<file path="src/rtl/rrs_pkg.sv">
package rrs_pkg;

  // How a source operand is delivered at issue
  typedef enum logic [1:0] {
    SRC_READY   = 2'd0,
    SRC_PENDING = 2'd1,
    SRC_BYPASS  = 2'd2
  } src_kind_e;

  // Decide the delivery kind from "entry busy" and "entry matches bus"
  function automatic src_kind_e classify(input logic busy, input logic on_bus);
    if (!busy)      return SRC_READY;
    else if (on_bus) return SRC_BYPASS;
    else             return SRC_PENDING;
  endfunction

endpackage

</file>
<file path="src/rtl/rrs_entry.sv">
module rrs_entry #(
  parameter int TAG_W  = 4,
  parameter int DATA_W = 64
) (
  input  logic              clk,
  input  logic              rst_n,
  input  logic              rename_i,
  input  logic [TAG_W-1:0]  new_tag_i,
  input  logic              bus_valid_i,
  input  logic [TAG_W-1:0]  bus_tag_i,
  input  logic [DATA_W-1:0] bus_data_i,
  output logic [TAG_W-1:0]  tag_o,
  output logic [DATA_W-1:0] val_o,
  output logic              hit_o
);

  logic [TAG_W-1:0]  tag_q;
  logic [DATA_W-1:0] val_q;

  // Entry owns a pending write and the bus is delivering it now
  assign hit_o = bus_valid_i && (bus_tag_i != '0) && (tag_q == bus_tag_i);

  always_ff @(posedge clk or negedge rst_n) begin
    if (!rst_n) begin
      tag_q <= '0;
      val_q <= '0;
    end else begin
      if (hit_o) val_q <= bus_data_i;
      if (rename_i)   tag_q <= new_tag_i;
      else if (hit_o) tag_q <= '0;
    end
  end

  assign tag_o = tag_q;
  assign val_o = val_q;

endmodule

</file>
<file path="src/rtl/rrs_read_port.sv">
module rrs_read_port
  import rrs_pkg::*;
#(
  parameter int NUM_REGS = 8,
  parameter int TAG_W    = 4,
  parameter int DATA_W   = 64,
  parameter int IDX_W    = 3
) (
  input  logic [IDX_W-1:0]                 src_i,
  input  logic [NUM_REGS-1:0][TAG_W-1:0]   tag_tbl_i,
  input  logic [NUM_REGS-1:0][DATA_W-1:0]  val_tbl_i,
  input  logic                             bus_valid_i,
  input  logic [TAG_W-1:0]                 bus_tag_i,
  input  logic [DATA_W-1:0]                bus_data_i,
  output logic [DATA_W-1:0]                val_o,
  output logic [TAG_W-1:0]                 tag_o,
  output src_kind_e                        kind_o
);

  logic [TAG_W-1:0]  sel_tag;
  logic [DATA_W-1:0] sel_val;
  logic              sel_on_bus;

  always_comb begin
    sel_tag = '0;
    sel_val = '0;
    for (int r = 0; r < NUM_REGS; r++) begin
      if (src_i == IDX_W'(r)) begin
        sel_tag = tag_tbl_i[r];
        sel_val = val_tbl_i[r];
      end
    end
  end

  assign sel_on_bus = bus_valid_i && (sel_tag == bus_tag_i);
  assign kind_o     = classify(sel_tag != '0, sel_on_bus);

  always_comb begin
    unique case (kind_o)
      SRC_READY:   begin val_o = sel_val;    tag_o = '0;      end
      SRC_BYPASS:  begin val_o = bus_data_i; tag_o = '0;      end
      default:     begin val_o = '0;         tag_o = sel_tag; end
    endcase
  end

endmodule

</file>
<file path="src/rtl/rename_status_table.sv">
module rename_status_table #(
  parameter int NUM_REGS = 8,
  parameter int TAG_W    = 4,
  parameter int DATA_W   = 64,
  localparam int IDX_W   = (NUM_REGS > 1) ? $clog2(NUM_REGS) : 1
) (
  input  logic              clk,
  input  logic              rst_n,
  input  logic              iss_valid,
  input  logic [IDX_W-1:0]  iss_src_a,
  input  logic [IDX_W-1:0]  iss_src_b,
  input  logic [IDX_W-1:0]  iss_dst,
  input  logic [TAG_W-1:0]  iss_tag,
  input  logic              bus_valid,
  input  logic [TAG_W-1:0]  bus_tag,
  input  logic [DATA_W-1:0] bus_data,
  output logic [DATA_W-1:0] rd_a_val,
  output logic [TAG_W-1:0]  rd_a_tag,
  output logic [DATA_W-1:0] rd_b_val,
  output logic [TAG_W-1:0]  rd_b_tag
);

  // Named internal events, brought out for the checker
  logic                            issue_fire;
  logic [NUM_REGS-1:0]             rename_vec;
  logic [NUM_REGS-1:0]             bus_hit_vec;
  logic [NUM_REGS-1:0][TAG_W-1:0]  tag_tbl;
  logic [NUM_REGS-1:0][DATA_W-1:0] val_tbl;
  rrs_pkg::src_kind_e              kind_a;
  rrs_pkg::src_kind_e              kind_b;

  assign issue_fire = iss_valid && (iss_tag != '0);

  generate
    for (genvar r = 0; r < NUM_REGS; r++) begin : g_reg
      assign rename_vec[r] = issue_fire && (iss_dst == IDX_W'(r));
      rrs_entry #(.TAG_W(TAG_W), .DATA_W(DATA_W)) u_entry (
        .clk        (clk),
        .rst_n      (rst_n),
        .rename_i   (rename_vec[r]),
        .new_tag_i  (iss_tag),
        .bus_valid_i(bus_valid),
        .bus_tag_i  (bus_tag),
        .bus_data_i (bus_data),
        .tag_o      (tag_tbl[r]),
        .val_o      (val_tbl[r]),
        .hit_o      (bus_hit_vec[r])
      );
    end
  endgenerate

  rrs_read_port #(.NUM_REGS(NUM_REGS), .TAG_W(TAG_W), .DATA_W(DATA_W), .IDX_W(IDX_W)) u_port_a (
    .src_i      (iss_src_a),
    .tag_tbl_i  (tag_tbl),
    .val_tbl_i  (val_tbl),
    .bus_valid_i(bus_valid),
    .bus_tag_i  (bus_tag),
    .bus_data_i (bus_data),
    .val_o      (rd_a_val),
    .tag_o      (rd_a_tag),
    .kind_o     (kind_a)
  );

  rrs_read_port #(.NUM_REGS(NUM_REGS), .TAG_W(TAG_W), .DATA_W(DATA_W), .IDX_W(IDX_W)) u_port_b (
    .src_i      (iss_src_b),
    .tag_tbl_i  (tag_tbl),
    .val_tbl_i  (val_tbl),
    .bus_valid_i(bus_valid),
    .bus_tag_i  (bus_tag),
    .bus_data_i (bus_data),
    .val_o      (rd_b_val),
    .tag_o      (rd_b_tag),
    .kind_o     (kind_b)
  );

endmodule

</file>
<file path="config.mk">
export PLATFORM = sky130hd
export DESIGN_NAME = rename_status_table
export DESIGN_NICKNAME = d
export VERILOG_FILES = /design/src/rtl/rrs_pkg.sv /design/src/rtl/rrs_entry.sv /design/src/rtl/rrs_read_port.sv /design/src/rtl/rename_status_table.sv
export SDC_FILE = /design/constraint.sdc
export NUM_CORES = 1
export LEC_CHECK = 0
export BUFFER_PORTS_ARGS = -buffer_cell sky130_fd_sc_hd__buf_4
export CORE_MARGIN = 4
export CORE_UTILIZATION = 66
export DETAILED_ROUTE_END_ITERATION = 12
export PLACE_DENSITY = 0.84
export RECOVER_POWER = 100
export SLEW_MARGIN = 20
export SYNTH_ARGS = -nofsm -noshare
export SYNTH_HDL_FRONTEND = slang
export SYNTH_SLANG_ARGS = --single-unit
</file>
<file path="constraint.sdc">
create_clock -name clk -period 4.7 [get_ports clk]
set_input_delay 0.235 -clock clk [delete_from_list [all_inputs] [get_ports clk]]
set_output_delay 0.235 -clock clk [all_outputs]
set_load 0.005 [all_outputs]
</file>
* After elaboration in Yosys (flattened, before gate mapping) *
Cells that the tools add are included.

storage, ports and cells
  memory bits (read-only) = 0
  memories = 0
  input bits = 85
  latch bits = 0
  register bits after elaboration = 544
  logic and storage cells = 144
  RAM bits = 0
  output and inout port bits = 136

cells by class
  equal/unequal tests = 33
  magnitude comparators = 0
  shift-type cells = 0
  multiply operators = 0
  mux-type cells = 56
  reductions and logical operators = 39
  divide/modulo/power cells = 0
  $add $sub $neg = 0
  bitwise logic cells = 0

operators by type and width
  operator                                                               number
  64-bit 2-to-1 mux                                                      16
  64-bit one-hot mux with 2 select lines                                 2
  4-bit 2-to-1 mux                                                       34
  4-bit equality test                                                    10
  3-bit equality test, second input constant                             12
  1-bit logical AND                                                      20
  3-bit by 2-bit equality test with 1-bit output, second input constant  6
  2-bit nonzero test                                                     8
  4-bit nonzero test                                                     4
  3-bit by 1-bit equality test with 1-bit output, second input constant  3
  3-bit zero test                                                        3
  2-bit 2-to-1 mux                                                       4
  2-bit equality test, second input constant                             2
  2-bit zero test                                                        2
  2-bit OR reduction                                                     2

* Logic depth before layout (Yosys ltp) *
Gate-level depths: netlist of the first run.

  depth in word-level cells = 16
  gate-level depth with buffers = 12
  mapped depth without buffers = 6

* Cells and area by module *
A second synthesis of the first run with hierarchy kept.

unflattened totals
  cells, all modules = 2352
  area total of the unflattened synthesis = 31532.7 um2

modules (own cells, without submodules)
  module               cells each  area each (um2)  sequential area each (um2)  instances
  rrs_entry            160         2611.3           1701.6                      8
  rrs_read_port        529         5266.3           0.0                         2
  rename_status_table  14          110.1            0.0                         1

* Worst setup path before layout of the first run *
Ideal clock, no wire load.

  path type = input-to-output
  from = in iss_src_a[0]
  to = out rd_a_val[42]
  stages = 11
  setup slack = 2.234 ns
  required time = 4.465 ns
  path buffers = 5
  arrival time = 2.231 ns
  cells stage by stage = buf_6 buf_6 nor2b_1 a21boi_1 o32a_1 o21a_1 or4_1 buf_2 buf_6 buf_6 o22ai_2

between the ends
  cells in the longest elaborated chain, start to end = 15
  elaborated cells between the ends (all ways) = 32
  classes of those cells = 9 x eq/ne; 19 x mux; 4 x reduce/logical

RTL lines
  element                                                 RTL line                   source
  start, declared                                         rename_status_table.sv:10  input logic [IDX_W-1:0] iss_src_a,
  3-bit zero test                                         rrs_read_port.sv:28        if (src_i == IDX_W'(r)) begin
  4-bit 2-to-1 mux (8 in a row)                           rrs_read_port.sv:28
  4-bit equality test                                     rrs_read_port.sv:35        assign sel_on_bus = bus_valid_i && (sel_tag == bus_tag_i);
  1-bit logical AND                                       rrs_read_port.sv:35
  2-bit 2-to-1 mux                                        rrs_pkg.sv:13              else if (on_bus) return SRC_BYPASS;
  2-bit 2-to-1 mux                                        rrs_pkg.sv:12              if (!busy) return SRC_READY;
  2-bit equality test or 2-bit zero test (tied branches)  rrs_read_port.sv:39        unique case (kind_o)
  64-bit one-hot mux with 2 select lines (*)              rrs_read_port.sv:39
  end, declared                                           rename_status_table.sv:17  output logic [DATA_W-1:0] rd_a_val,

Every way passes the cells marked *; elsewhere a longest branch is shown, timed or not.

* Worst setup path in the final report of the first run *
  from = reg g_reg[3].u_entry.tag_q[1]
  to = reg g_reg[3].u_entry.val_q[52]

between the ends
  cells in the longest elaborated chain, start to end = 2

RTL lines
  element                 RTL line         source
  start, declared         rrs_entry.sv:17  logic [TAG_W-1:0] tag_q;
  start signal, assigned  rrs_entry.sv:29  if (rename_i) tag_q <= new_tag_i;
  4-bit equality test     rrs_entry.sv:21  assign hit_o = bus_valid_i && (bus_tag_i != '0) && (tag_q == bus_tag_i);
  1-bit logical AND       rrs_entry.sv:21
  end signal, assigned    rrs_entry.sv:28  if (hit_o) val_q <= bus_data_i;
  end, declared           rrs_entry.sv:18  logic [DATA_W-1:0] val_q;

Every way passes these cells.
A chain may end at the register's enable or synchronous reset.

==> summary.txt, run 1 <==
Place
  – Dpl cell area: roughly 0.034 mm2
  – DP HPWL: about 55 mm
  – GPL Wtd Cong: about 0.93
  – IO Port Bufs: 220

Synth
  – Largest family of logic cells by synthesized area: multiplexers
  – Flops & latches, synth: 544
  – Netlist cell types: 53
  – Synth async-reset ratio: 100%
  – Complex-gate fraction of the synthesized area: 9.42%
  – Mapped Nets: 2,663
  – Post-synthesis sequential area ratio: 42.8%
  – XOR/XNOR Fraction of Synth Area: 0.963%
  – Mux cell area share after synthesis: 36.7%
  – Largest area contributor in the netlist: dfrtp_1
  – Adder-Cell Fraction of Synth Area: 0%
  – Synthesis warning total: 0
  – Synth Area per Inst: 12.3 um2
  – Ys flop type: dfrtp_1
  – Synth top area share: 42.8%
  – Post-synth EDFFs: 0
  – Simple-gate share of the synthesized area: 5.22%
  – Mapped Cells: 2,578
  – Synth area leaders: dfrtp_1 (43%), mux2_2 (19%), mux4_2 (15%)
  – Cell Area, Synth: 0.0318 mm2

Finish
  – Layout cell share with drive strength beyond 1: 41.7%
  – Fillers: 2,878
  – Most common cell after layout, fill and taps aside: dfrtp_1
  – Finished Cell Area: 0.0360 mm2
  – Nets: 2,760
  – Most frequent cells in the layout: dfrtp_1 (544), mux2_2 (540), mux4_2 (206)
  – Layout area overhead: 13.1%

STA
  – Final Hold Vio Count: 0
  – Fin crit period: 4330 ps
  – Fin. max-slew vios: 394
  – Fmax: 231 MHz
  – Post-route clock skew: 19.7 ps
  – Final worst path period share: ~92%
  – Finish-stage setup viols: 0
  – Final TNS setup: 0 ps
  – Worst slew pin tran: 3220 ps
  – Slew margin rel.: -115%
  – RSZ-0062 raised after global routing: false

Power and ir drop
  – P_int: about 14 mW
  – Max VDD drop: 0.383 mV
  – Reg power frac: 41.6%
  – Power share of the combinational group: approximately 36%
  – Switch share: between 30% and 40%
  – Power per Cell Area: 584 mW/mm2
  – Leakage: 15.3 nW
  – Net Switching: 6.94 mW
  – Clk pwr share: 22.7%

Worst setup path
  – R2r worst-path depth: 5
  – Critical path's largest stage delay: 1630 ps
  – Worst path required time: 5210 ps
  – Crit end category: flop
  – Max stage delay cell, worst path: clkbuf_2
  – Crit path max-delay family: buffers and inverters
  – Critical Path Start: g_reg[3].u_entry.tag_o[1]
  – Worst Path Buf+Inv: 1
  – Crit path DAT: 4840 ps
  – Startpoint type of the worst setup path: flop
  – Crit Path Category: flop to flop
  – WP depth: 5
  – Worst path cell trace: xnor2_1 -> nand4_1 -> nor2_1 -> clkbuf_2 -> mux2_2
  – Worst r2r src: g_reg[3].u_entry.tag_o[1]
  – Crit-path max FO: 52

Route
  – Drt total wl: roughly 95 mm
  – Vias: 24,045
  – Drt pass-1 iters: 6
  – Vias/cell: 7.20
  – Routed wire per std cell: around 28 um
  – DRT antenna net count: 0
  – DRT iter0 DRCs: approximately 2,500
  – DRC viols: 0

Hold path
  – Hold path start: iss_dst[1]
  – Hold Path Class: input port to flop
  – Worst Hold Path Cells: 3

CTS
  – Clock Sinks: between 500 and 600
  – CTS Buf Count: 56
  – CTS Hold Bufs: 69
  – H-tree Lvls: 2
  – CTS Root Cell: clkbuf_16
  – CTS clk-pin slew, worst paths: 60 ps
  – CTS tree: built
  – Post-CTS setup buffer count: 0
  – Worst-Skew Late Latency: 630 ps
  – Clk buf depth: 3
  – CTS-repair resized insts: 0

Job
  – Max cap viols: 10

Global route
  – Initial antenna violation count: 3
  – First-pass GRT wire length: roughly 150 mm
  – Pin count of the biggest net entering global routing: 130
  – Number of global-route vias before repair: approximately 25,000
  – Total routing usage reported by global routing: a little under two fifths
  – Gr ovfl total: 0

Status
  – Failing checks: max-capacitance violations, max-slew violations
  – Status: complete, but fails checks

Floorplan
  – DIE AREA: ~0.052 mm2
  – Die Height: 228 um
  – Core Footprint: 0.0477 mm2
  – Rows: 80
  – Die width: about 230 um
  – IO Pins: 221
  – Initial core utilization: between 60% and 70%
[layout make-up]
class,instances,area (um2),share of cell area (%)
multi-input combinational,1655,16600,46.1
sequential,544,13600,37.8
timing repair buffer,336,2720,7.55
clock buffer,75,1610,4.48
tap,615,769,2.14
clock inverter,30,370,1.03
inverter,82,310,0.862
antenna,2,5.00,0.0139
[registers in the layout, summed over array words and instances (netlist names)]
| name | flops |
|---|---|
| g.u_entry.val_o | 512 |
| g.u_entry.tag_o | 32 |
[power by group through the flow]
stage	combinational (mW)	clock, mW	sequential, mW
after detailed placement	7.40	0	8.69
after global placement	7.11	0	8.39
after global routing	8.02	4.99	9.02
after CTS	7.53	4.78	8.68
after floorplan	5.60	0	8.06
final	7.51	4.77	8.74
[kinds of logic after synthesis]
family                 count (synthesis)
flip-flops                           544
XOR/XNOR                              35
AO/OA/AOI/OAI                        424
multiplexers                         842
AND/OR/NAND/NOR                      354
buffers and inverters                379
[metrics by stage]
step                      util, %  hold WS, ps  instances  worst slack [ps]  total power, mW
after CTS                    75.8         59.8       3336               883             21.0
after detailed placement     70.2          386       3162              1000             16.1
after global routing         75.4         83.6       3338               375             22.0
after global placement       70.2          377       3162              1020             15.5
final                        75.4         79.6       3339               369             21.0
after floorplan                 -        -60.6       2578              2230             13.7
[final timing paths]
kind | to | slack (ps)
worst max-delay path | g_reg[3].u_entry.val_o[52] | 370
worst min-delay path | g_reg[0].u_entry.tag_o[1] | 80
worst max register to register | g_reg[3].u_entry.val_o[52] | 370
worst min register to register | g_reg[1].u_entry.val_o[49] | 530
max in group asynchronous | g_reg[3].u_entry.val_o[47] | 1020
min in group asynchronous | g_reg[1].u_entry.tag_o[3] | 1170
[layer usage]
| metal | wire length, um | track usage, % |
|---|---|---|
| met1 | 35900 | 48.9 |
| met2 | 45600 | 59.5 |
| met3 | 9540 | 9.04 |
| met4 | 3880 | 14.0 |
| met5 | 7 | 0 |
[tightest hold or removal path, cell delays in order]
cell	delay [ps]
buf_4	110
nor3_1	90
a22o_1	230
[synthesized netlist by cell type, types with 66 or more instances]
library cell  number
mux2_2           544
dfrtp_1          544
o41ai_1           66
nand3_1           81
buf_2             75
inv_1             81
nand2_1          149
mux4_2           206
buf_1             82
clkbuf_1         134
o21ai_0          109
mux2i_1           92
Note: power is estimated with default switching activity, not from simulation.
==> run 2, diff against run 1 <==
--- a/config.mk
+++ b/config.mk
@@ -10,7 +10,6 @@
 export CORE_UTILIZATION = 66
 export DETAILED_ROUTE_END_ITERATION = 12
 export PLACE_DENSITY = 0.84
-export RECOVER_POWER = 100
 export SLEW_MARGIN = 20
 export SYNTH_ARGS = -nofsm -noshare
 export SYNTH_HDL_FRONTEND = slang
==> run 2 against run 1 <==
The flow now finishes without violations. Count of clock-buffer cells in the layout did not move. Design area increased by 0.61%. Cell count stayed put. First-iteration DRC count rose by 2.5%. Setup slack gained 410 ps. Fmax increased by 10%. Clock skew up 1.1 ps. Wire length grew 0.16%. Sequential power about the same. Global-route usage unchanged. Combinational power increased by 1%. Non-clock buffer count is the same. Critical endpoint is now rd_b_val[14]. Highest routed layer unchanged.
==> summary.txt, run 2 (synthesized netlist as in run 1, its figures left out) <==
Status
  – Status: finished clean

Floorplan
  – DIE AREA: 0.0518 mm2
  – Die Height: around 230 um
  – Core Footprint: around 0.048 mm2
  – Initial core utilization: 66.6%
  – IO Pins: between 200 and 250
  – Rows: 80
  – Die width: 228 um

Finish
  – Max FFs per register: between 500 and 600
  – Cell Count, Final, Fillers Out: about 3,300
  – Finished Cell Area: 0.0362 mm2
  – Layout cell share with drive strength beyond 1: between 40 and 50%
  – Most frequent cells in the layout: mux2_2 (544), dfrtp_1 (544), buf_4 (257)
  – Nets: about 2,800
  – Fillers: 2,822
  – Layout area overhead: 13.8%

Route
  – Vias/cell: 7.21
  – DRT iter0 DRCs: 2,573
  – Drt pass-1 iters: 6
  – DRT antenna net count: 0
  – DRC viols: 0
  – Vias: 24,068
  – Routed wire per std cell: between 20 and 30 um
  – Drt total wl: 95.1 mm

CTS
  – H-tree Lvls: 2
  – CTS Buf Count: 56
  – Clock Sinks: 544
  – Worst-Skew Late Latency: between 600 and 700 ps
  – CTS clk-pin slew, worst paths: 60 ps
  – CTS tree: built
  – Clk buf depth: 3
  – CTS Root Cell: clkbuf_16

Power and ir drop
  – Switch share: 33.1%
  – Power share of the combinational group: a little over a third
  – P_int: 14.1 mW
  – Clk pwr share: 22.6%
  – Power per Cell Area: 583 mW/mm2
  – Reg power frac: about two fifths
  – Leakage: 15.4 nW
  – Net Switching: 6.98 mW
  – Max VDD drop: a little under 0.4 mV

STA
  – Worst slew pin tran: 1180 ps
  – Fin crit period: 3920 ps
  – Final Hold Vio Count: 0
  – Slew margin rel.: 21.4%
  – Final TNS setup: 0 ps
  – RSZ-0062 raised after global routing: false
  – Fin. max-slew vios: 0
  – Finish-stage setup viols: 0
  – Post-route clock skew: ~21 ps
  – Fmax: 255 MHz
  – Final worst path period share: 83.4%

Worst setup path
  – Startpoint type of the worst setup path: flop
  – R2r worst-path depth: 5
  – Crit-path max FO: 24
  – Crit end category: output port
  – Crit path DAT: 3680 ps
  – Crit Path Category: flop to output port
  – Worst path required time: around 4500 ps

Global route
  – Pin count of the biggest net entering global routing: 130
  – Number of global-route vias before repair: between 20,000 and 25,000
  – Total routing usage reported by global routing: 36.8%
  – First-pass GRT wire length: 146 mm
  – Initial antenna violation count: 3
  – Gr ovfl total: 0

Place
  – DP HPWL: 54.8 mm
  – GPL Wtd Cong: 0.931
  – IO Port Bufs: 220
  – Dpl cell area: 0.0335 mm2
  – Post-Place Cells: 3,162

Hold path
  – Worst Hold Path Cells: 3
  – Hold Path Class: input port to flop

Job
  – Max cap viols: 0
-- run 2: path summary, 6_finish.rpt --
kind / start / to / slack, ps
worst min register to register: g_reg[0].u_entry.val_o[12] / g_reg[0].u_entry.val_o[12] / 530
worst max-delay path: g_reg[7].u_entry.tag_o[1] / rd_b_val[14] / 780
max in group asynchronous: rst_n / g_reg[4].u_entry.val_o[32] / 3070
min in group asynchronous: rst_n / g_reg[0].u_entry.tag_o[1] / 290
worst max register to register: g_reg[2].u_entry.tag_o[1] / g_reg[2].u_entry.val_o[52] / 1610
worst min-delay path: iss_dst[1] / g_reg[0].u_entry.tag_o[1] / 80
-- run 2: final cells by class --
type | instances | area, um2 | share of cell area [%]
Inverter | 82 | 310 | 0.857
Sequential cell | 544 | 13600 | 37.6
Timing Repair Buffer | 336 | 2790 | 7.70
Clock inverter | 30 | 370 | 1.02
Tap cell | 615 | 769 | 2.12
Clock buffer | 75 | 1610 | 4.45
Antenna cell | 2 | 5.00 | 0.0138
Multi-Input combinational cell | 1655 | 16800 | 46.3
-- run 2: timing repair --
item / 4_1_cts / 5_1_grt
hold endpoints to repair: 656 / 0
resized for setup: 0 / 0
buffers inserted: 0 / 0
hold buffers: 69 / 0
-- run 2: through the flow --
step | hold slack, ps | setup WS, ps | utilization [%] | power [mW]
2_1_floorplan | -60.6 | 2230 | - | 13.7
3_3_place_gp | 377 | 1020 | 70.2 | 15.5
3_5_place_dp | 386 | 1000 | 70.2 | 16.1
4_1_cts | 59.8 | 883 | 75.8 | 21.0
5_1_grt | 83.6 | 693 | 75.9 | 22.1
6_report | 80.3 | 780 | 75.9 | 21.1
-- run 2: power by group through the flow --
stage / Combinational (mW) / Clock, mW / Sequential [mW]
after global routing: 8.10 / 4.99 / 9.02
after CTS: 7.53 / 4.78 / 8.68
after floorplan: 5.60 / 0 / 8.06
after global placement: 7.11 / 0 / 8.39
final: 7.59 / 4.77 / 8.74
after detailed placement: 7.40 / 0 / 8.69
-- run 2: critical path, stage by stage (launching register included) --
cell and delay (ps):
dfrtp_1 490, mux4_2 510, o32ai_1 260, xor2_1 320
o21ai_4 350, buf_4 330, o41ai_1 560, buf_4 230
-- run 2: per-layer routing --
metal | global-route usage (%) | wire (um) | vias up
met1 | 48.9 | 35800 | 12396
met4 | 14.0 | 3890 | 2
met2 | 59.5 | 45700 | 1488
met5 | 0 | 7 | -
li1 | - | - | 9870
met3 | 9.04 | 9710 | 312
